<file path="src/rtl/xlat_pkg.sv">
package xlat_pkg;

  localparam int unsigned XL_VADDR_W   = 32;
  localparam int unsigned XL_PADDR_W   = 30;
  localparam int unsigned XL_OFFSET_W  = 12;
  localparam int unsigned XL_ENTRIES   = 16;

  // How a fill picked its slot, in priority order.
  typedef enum logic [1:0] {
    VIC_SAME  = 2'd0,   // slot already holds this page
    VIC_FREE  = 2'd1,   // an invalid slot
    VIC_COLD  = 2'd2,   // a valid slot not referenced lately
    VIC_SWEEP = 2'd3    // all referenced: clear and rotate
  } vic_kind_e;

endpackage

</file>
<file path="src/rtl/xlat_first_set.sv">
module xlat_first_set #(
  parameter int unsigned N  = 16,
  parameter int unsigned IW = (N > 1) ? $clog2(N) : 1
) (
  input  logic [N-1:0]  vec,
  output logic          found,
  output logic [IW-1:0] idx
);

  // Lowest set bit wins: scan from the top so the lowest assignment lands last.
  always_comb begin
    found = 1'b0;
    idx   = '0;
    for (int i = N - 1; i >= 0; i--) begin
      if (vec[i]) begin
        found = 1'b1;
        idx   = IW'(i);
      end
    end
  end

endmodule

</file>
<file path="src/rtl/xlat_cam.sv">
module xlat_cam #(
  parameter int unsigned N     = 16,
  parameter int unsigned TAG_W = 20
) (
  input  logic [N*TAG_W-1:0] tags_flat,
  input  logic [N-1:0]       valid,
  input  logic [TAG_W-1:0]   key,
  output logic [N-1:0]       match
);

  for (genvar g = 0; g < N; g++) begin : g_cmp
    assign match[g] = valid[g] && (tags_flat[g*TAG_W +: TAG_W] == key);
  end

endmodule

</file>
<file path="src/rtl/xlat_victim.sv">
module xlat_victim
  import xlat_pkg::*;
#(
  parameter int unsigned N  = 16,
  parameter int unsigned IW = (N > 1) ? $clog2(N) : 1
) (
  input  logic [N-1:0]  same_vec,
  input  logic [N-1:0]  valid,
  input  logic [N-1:0]  refd,
  input  logic [IW-1:0] sweep_ptr,
  output logic [IW-1:0] vic_idx,
  output vic_kind_e     vic_kind
);

  logic          same_found, free_found, cold_found;
  logic [IW-1:0] same_idx, free_idx, cold_idx;
  logic [N-1:0]  cold_vec;

  assign cold_vec = valid & ~refd;

  xlat_first_set #(.N(N), .IW(IW)) i_same (
    .vec(same_vec), .found(same_found), .idx(same_idx)
  );
  xlat_first_set #(.N(N), .IW(IW)) i_free (
    .vec(~valid), .found(free_found), .idx(free_idx)
  );
  xlat_first_set #(.N(N), .IW(IW)) i_cold (
    .vec(cold_vec), .found(cold_found), .idx(cold_idx)
  );

  always_comb begin
    if (same_found) begin
      vic_idx  = same_idx;
      vic_kind = VIC_SAME;
    end else if (free_found) begin
      vic_idx  = free_idx;
      vic_kind = VIC_FREE;
    end else if (cold_found) begin
      vic_idx  = cold_idx;
      vic_kind = VIC_COLD;
    end else begin
      vic_idx  = sweep_ptr;
      vic_kind = VIC_SWEEP;
    end
  end

endmodule

</file>
<file path="src/rtl/xlat_tlb.sv">
module xlat_tlb
  import xlat_pkg::*;
#(
  parameter int unsigned VADDR_W  = XL_VADDR_W,
  parameter int unsigned PADDR_W  = XL_PADDR_W,
  parameter int unsigned OFFSET_W = XL_OFFSET_W,
  parameter int unsigned ENTRIES  = XL_ENTRIES
) (
  input  logic                          clk,
  input  logic                          rst_n,
  input  logic                          req_valid,
  input  logic [VADDR_W-1:0]            req_vaddr,
  input  logic                          req_write,
  input  logic                          fill_valid,
  input  logic [VADDR_W-OFFSET_W-1:0]   fill_vpn,
  input  logic [PADDR_W-OFFSET_W-1:0]   fill_ppn,
  input  logic                          fill_writable,
  input  logic                          flush,
  output logic                          rsp_valid,
  output logic                          rsp_hit,
  output logic [PADDR_W-1:0]            rsp_paddr,
  output logic                          rsp_wr_fault,
  output logic                          evict_valid,
  output logic [VADDR_W-OFFSET_W-1:0]   evict_vpn,
  output logic                          evict_dirty,
  output logic                          evict_ref
);

  localparam int unsigned VPN_W = VADDR_W - OFFSET_W;
  localparam int unsigned PPN_W = PADDR_W - OFFSET_W;
  localparam int unsigned IW    = (ENTRIES > 1) ? $clog2(ENTRIES) : 1;
  localparam logic [IW-1:0] LAST_SLOT = IW'(ENTRIES - 1);

  // Address arithmetic, kept in functions.
  function automatic logic [VPN_W-1:0] vpn_of(input logic [VADDR_W-1:0] va);
    return va[VADDR_W-1:OFFSET_W];
  endfunction

  function automatic logic [OFFSET_W-1:0] offset_of(input logic [VADDR_W-1:0] va);
    return va[OFFSET_W-1:0];
  endfunction

  function automatic logic [PADDR_W-1:0] join_pa(input logic [PPN_W-1:0] ppn,
                                                 input logic [OFFSET_W-1:0] off);
    return {ppn, off};
  endfunction

  function automatic logic [IW-1:0] next_slot(input logic [IW-1:0] p);
    return (p == LAST_SLOT) ? '0 : p + 1'b1;
  endfunction

  // Entry storage.
  logic [ENTRIES-1:0] valid_q, refd_q, dirty_q, wable_q;
  logic [VPN_W-1:0]   tag_q [ENTRIES];
  logic [PPN_W-1:0]   ppn_q [ENTRIES];
  logic [IW-1:0]      sweep_ptr_q;

  logic [ENTRIES*VPN_W-1:0] tag_flat;
  for (genvar g = 0; g < ENTRIES; g++) begin : g_flat
    assign tag_flat[g*VPN_W +: VPN_W] = tag_q[g];
  end

  // Lookup path.
  logic [VPN_W-1:0]    lk_vpn;
  logic [ENTRIES-1:0]  lk_match;
  logic                lk_found;
  logic [IW-1:0]       lk_idx;
  logic                lk_hit;
  logic                lk_set_dirty;
  logic                lk_fault;

  assign lk_vpn = vpn_of(req_vaddr);

  xlat_cam #(.N(ENTRIES), .TAG_W(VPN_W)) i_lookup_cam (
    .tags_flat(tag_flat), .valid(valid_q), .key(lk_vpn), .match(lk_match)
  );

  xlat_first_set #(.N(ENTRIES), .IW(IW)) i_lookup_enc (
    .vec(lk_match), .found(lk_found), .idx(lk_idx)
  );

  assign lk_hit       = req_valid && lk_found;
  assign lk_set_dirty = lk_hit && req_write && wable_q[lk_idx];
  assign lk_fault     = lk_hit && req_write && !wable_q[lk_idx];

  // Fill path.
  logic [ENTRIES-1:0] fl_match;
  logic [IW-1:0]      vic_idx;
  vic_kind_e          vic_kind;
  logic               fill_fire;
  logic               sweep_fire;
  logic               vic_worth;

  xlat_cam #(.N(ENTRIES), .TAG_W(VPN_W)) i_fill_cam (
    .tags_flat(tag_flat), .valid(valid_q), .key(fill_vpn), .match(fl_match)
  );

  xlat_victim #(.N(ENTRIES), .IW(IW)) i_victim (
    .same_vec (fl_match),
    .valid    (valid_q),
    .refd     (refd_q),
    .sweep_ptr(sweep_ptr_q),
    .vic_idx  (vic_idx),
    .vic_kind (vic_kind)
  );

  assign fill_fire  = fill_valid && !flush;
  assign sweep_fire = fill_fire && (vic_kind == VIC_SWEEP);
  assign vic_worth  = valid_q[vic_idx] && (dirty_q[vic_idx] || refd_q[vic_idx]);

  // Next state of the status bits: sweep clear, then hit update, then fill, flush last.
  logic [ENTRIES-1:0] valid_n, refd_n, dirty_n;

  always_comb begin
    valid_n = valid_q;
    refd_n  = sweep_fire ? '0 : refd_q;
    dirty_n = dirty_q;
    if (lk_hit) begin
      refd_n[lk_idx] = 1'b1;
      if (lk_set_dirty) dirty_n[lk_idx] = 1'b1;
    end
    if (fill_fire) begin
      valid_n[vic_idx] = 1'b1;
      refd_n[vic_idx]  = 1'b0;
      dirty_n[vic_idx] = 1'b0;
    end
    if (flush) begin
      valid_n = '0;
      refd_n  = '0;
      dirty_n = '0;
    end
  end

  always_ff @(posedge clk) begin
    if (!rst_n) begin
      valid_q     <= '0;
      refd_q      <= '0;
      dirty_q     <= '0;
      sweep_ptr_q <= '0;
    end else begin
      valid_q <= valid_n;
      refd_q  <= refd_n;
      dirty_q <= dirty_n;
      if (sweep_fire) sweep_ptr_q <= next_slot(sweep_ptr_q);
    end
  end

  // Mapping payload needs no reset: valid bits guard it.
  always_ff @(posedge clk) begin
    if (fill_fire) begin
      tag_q[vic_idx]   <= fill_vpn;
      ppn_q[vic_idx]   <= fill_ppn;
      wable_q[vic_idx] <= fill_writable;
    end
  end

  // Response and eviction registers.
  always_ff @(posedge clk) begin
    if (!rst_n) begin
      rsp_valid    <= 1'b0;
      rsp_hit      <= 1'b0;
      rsp_paddr    <= '0;
      rsp_wr_fault <= 1'b0;
      evict_valid  <= 1'b0;
      evict_vpn    <= '0;
      evict_dirty  <= 1'b0;
      evict_ref    <= 1'b0;
    end else begin
      rsp_valid    <= req_valid;
      rsp_hit      <= lk_hit;
      rsp_paddr    <= lk_hit ? join_pa(ppn_q[lk_idx], offset_of(req_vaddr)) : '0;
      rsp_wr_fault <= lk_fault;
      evict_valid  <= fill_fire && vic_worth;
      evict_vpn    <= tag_q[vic_idx];
      evict_dirty  <= dirty_q[vic_idx];
      evict_ref    <= refd_q[vic_idx];
    end
  end

  // Assertions.
  assert_rsp_follows_req_R2: assert property (@(posedge clk) disable iff (!rst_n)
    req_valid |=> rsp_valid);
  assert_no_rsp_without_req_R2: assert property (@(posedge clk) disable iff (!rst_n)
    !req_valid |=> !rsp_valid);
  assert_miss_zero_pa_R3: assert property (@(posedge clk) disable iff (!rst_n)
    (rsp_valid && !rsp_hit) |-> (rsp_paddr == '0));
  assert_fault_needs_hit_R5: assert property (@(posedge clk) disable iff (!rst_n)
    rsp_wr_fault |-> (rsp_valid && rsp_hit));
  assert_evict_has_status_R8: assert property (@(posedge clk) disable iff (!rst_n)
    evict_valid |-> (evict_dirty || evict_ref));
  assert_evict_after_fill_R8: assert property (@(posedge clk) disable iff (!rst_n)
    (!fill_valid || flush) |=> !evict_valid);
  assert_flush_empties_R9: assert property (@(posedge clk) disable iff (!rst_n)
    flush |=> (valid_q == '0));
  assert_fill_installs_R10: assert property (@(posedge clk) disable iff (!rst_n)
    fill_fire |=> (valid_q != '0));
  assert_single_match_R11: assert property (@(posedge clk) disable iff (!rst_n)
    $onehot0(lk_match));
  assert_single_fill_match_R11: assert property (@(posedge clk) disable iff (!rst_n)
    $onehot0(fl_match));

endmodule

</file>
<file path="config.mk">
export PLATFORM = sky130hd
export DESIGN_NAME = xlat_tlb
export DESIGN_NICKNAME = d
export VERILOG_FILES = /design/src/rtl/xlat_pkg.sv /design/src/rtl/xlat_first_set.sv /design/src/rtl/xlat_cam.sv /design/src/rtl/xlat_victim.sv /design/src/rtl/xlat_tlb.sv
export SDC_FILE = /design/constraint.sdc
export NUM_CORES = 2
export LEC_CHECK = 0
export BUFFER_PORTS_ARGS = -buffer_cell sky130_fd_sc_hd__buf_2
export CORE_ASPECT_RATIO = 2
export CORE_UTILIZATION = 31
export DETAILED_ROUTE_END_ITERATION = 12
export SETUP_SLACK_MARGIN = 0.02
export SLEW_MARGIN = 30
export SYNTH_ARGS = -nofsm -noshare
export SYNTH_HDL_FRONTEND = slang
export SYNTH_SLANG_ARGS = --single-unit
</file>
<file path="constraint.sdc">
create_clock -name clk -period 17.48 [get_ports clk]
set_input_delay 1.748 -clock clk [delete_from_list [all_inputs] [get_ports clk]]
set_output_delay 1.748 -clock clk [all_outputs]
set_load 0.1 [all_outputs]
</file>
==> results.py <==
metrics = {
    "clock_network": {
        "clkTransAtPathRegs_ns": 0.07,
        "post_cts.repair.setup_buffers": 0,
        "clockBufferDepth": 3,
        "cts_tree": "yes",
        "cts_resized": 0,
        "ctsHoldBuffers": 0,
        "cts_buffers": 69,
        "root_buffer": "clkbuf_16",
        "clk_latency_ns": 0.71,
        "cts_htree_levels": 3,
        "cts_num_sinks": 732,
    },
    "die": {
        "rows": 180,
        "core_area_sq_um": 120300,
        "start_util_pct": 31.21,
        "ioPinCount": 133,
        "die_w_um": 248.1,
        "fp.dieH_um": 494.1,
        "die-area_sq_um": 122600,
    },
    "finish": {
        "syn2layout_area_growth_pct": 12.26,
        "nets": 3216,
        "drive_above_1_share_pct": 13.19,
    },
    "power_and_ir_drop": {
        "ir_drop_mv": 0.1085,
        "powerDensity_nw_per_um2": 89.98,
        "p_leak_nw": 13.51,
    },
    "global_route": {
        "grt_max_degree": 69,
        "grt_usage_pct": 28.38,
        "grt_overflow": 0,
        "antenna_found_initial": 15,
        "grt_pass1_wl_mm": 233.6,
        "grt_pass1_vias": 27630,
    },
    "hold_path": {
        "hold_start": "dirty_q[11]",
        "hold_end": "dirty_q[11]",
        "holdPathStages": 1,
        "hold_class": "reg -> reg",
    },
    "worst_setup_path": {
        "r2r-end": "evict_vpn[12]",
        "required_ns": 18.04,
        "timing_worst_setup_path_type": "in -> reg",
        "reg2regPathDepth": 13,
        "crit_path_start": "fill_vpn[13]",
        "rr_startpoint": "tag_q[3][12]",
        "cp_data_arrival_time_ns": 8.70,
        "path_max_fanout": 39,
        "critPathLaunchType": "primary input",
        "ff2ff_setup_slack_ns": 10.68,
        "crit_path_end_kind": "register",
    },
    "detailed_routing": {
        "wl_per_cell_um": 36.58,
        "antenna_left": 0,
        "drt_iter0_markers": 2921,
        "vias_per_cell": 5.875,
        "drt_pass1_iterations": 8,
        "vias": 27870,
        "drc_errors": 0,
        "drt-total-wl_mm": 173.5,
    },
    "timing": {
        "slew_headroom_pct": 27.07,
        "min_period_over_period_pct": 46.57,
        "clock_skew_ns": 0.06895,
        "rsz0062_at_grt": "false",
        "drv_slew": 0,
        "whs_ns": 0.4711,
        "tns_ns": 0,
        "hold_violations": 0,
        "min_period_ns": 8.140,
        "setup_violations": 0,
        "max_freq_ghz": 0.1228,
        "worstMarginPinSlew_ns": 1.064,
    },
    "synth": {
        "async_reset_ff_share_pct": 0,
        "syn-cell-area_sq_um": 37540,
        "synthTopCellsByArea": "edfxtp_1, xnor2_1, dfxtp_1",
        "synth_top_area_cell": "edfxtp_1",
        "synth.avg_cell_area_sq_um": 12.35,
        "ys.flop_type": "edfxtp_1",
        "yosysUniqueCellTypes": 89,
        "synth_nets": 3117,
        "yosysMostFrequentCell": "edfxtp_1",
        "syn_inst": 3039,
        "netlist_top_cells_count": "edfxtp_1, xnor2_1, mux2i_1",
        "ys_seq_area_share_pct": 55.68,
        "ys.warnings.count": 0,
        "synth_top_area_share_pct": 49.92,
        "synth-seq-cells": 732,
        "synth-edff-count": 624,
    },
    "placed_design": {
        "port_buffers": 132,
        "hpwl_mm": 119.2,
        "globalplace.congestion": 1.155,
    },
    "run_status": {
        "outcome": "completed",
    },
    "run": {
        "maxCapViolCount": 0,
    },
}
cells in the final DEF (no fill, tap or decap), types with 13 or more instances in the layout:
cell type and n:
o21a_1 28, a211oi_1 17, xnor2_1 492, clkbuf_16 72, nor2_1 73, o21ai_0 21
and2_1 25, and4_1 15, buf_2 131, nand2_1 135, mux2i_1 177, dfxtp_1 108
nand4_1 185, edfxtp_1 624, xor2_1 144, clkinv_2 14, nand3_1 87, nor3_1 26
buf_4 87, clkbuf_1 13, a22oi_1 77, nand2b_1 31, inv_1 26, nor4_1 85
or3_1 31, a22o_1 19, a21oi_1 93, and3_1 39, o22ai_1 61
stage by stage:
step / std cells / worst slack (ns) / power (mW) / cell area (sq um) / utilization (%)
floorplan: 3039 / 9.005 / 2.115 / 37540 / -
finish: 4744 / 9.340 / 3.792 / 42140 / 35.04
global route: 4740 / 9.467 / 3.869 / 42130 / 35.03
detailed placement: 4614 / 9.544 / 2.223 / 39750 / 33.05
CTS: 4739 / 10.25 / 3.796 / 42050 / 34.96
global placement: 4612 / 9.217 / 2.224 / 39670 / 32.99
state kept, by name (all words and copies together), names as in the netlist, 4 cells and up:
register,cells
sweep_ptr_q,4
dirty_q,16
ppn_q,288
valid_q,16
refd_q,16
rsp_paddr,30
evict_vpn,20
wable_q,16
tag_q,320
power breakdown:
group          switching [mW]  internal, mW  total [mW]
registers             0.00680          1.90        1.91
logic                   0.211        0.0812       0.292
clock network           0.723         0.871        1.59
total                   0.940          2.85        3.79
critical path, stage by stage:
cell and delay [ns]:
buf_2 0.27, buf_4 0.46, xnor2_1 0.20, nand4_1 0.11
nor4_1 0.43, nand4_1 0.77, nand3_1 0.74, a311oi_2 0.15
o211ai_4 0.34, and2_4 0.69, buf_4 0.72, mux2i_1 0.89
o22ai_1 0.28, o21ai_0 0.51, o31ai_1 0.17
how the worst max path moves through the flow:
| stage | end | cells after the start |
|---|---|---|
| global placement | ppn_q[9][12] | 14 |
| finish | evict_vpn[12] | 15 |
| global route | evict_vpn[12] | 15 |
| detailed placement | evict_vpn[17] | 15 |
| floorplan | ppn_q[2][0] | 14 |
| CTS | evict_vpn[13] | 15 |
layout make-up:
class / count / area [sq um]
repair buffers: 220 / 1364
diodes: 5 / 12.51
well taps: 1547 / 1936
fillers: 11940 / 78120
inverters: 28 / 105.1
clock buffers: 89 / 1906
clock inverters: 36 / 391.6
flip-flops and latches: 732 / 20900
multi-input cells: 2087 / 15530
metal layers:
metal	track usage, %	vias to the layer above	wire (um)
li1	-	11640	-
met1	28.04	13900	54440
met2	48.62	1622	86190
met3	6.051	707	12300
met4	26.90	8	20560
met5	0	-	41
kinds of logic (layout without fill, tap and decap cells):
kind of cell / after synthesis / in the layout / share of synthesized area (%)
AOI/OAI and AO/OA: 422 / 422 / 7.970
xor gates and xnor gates: 640 / 640 / 15.01
adders and majority gates: 1 / 1 / 0.03333
buffers and inverters: 220 / 373 / 3.677
DFF: 732 / 732 / 55.68
muxes: 191 / 191 / 5.103
other: 0 / 5 / 0
and+or+nand+nor: 833 / 833 / 12.53
Note: power is estimated with default switching activity, not from simulation.
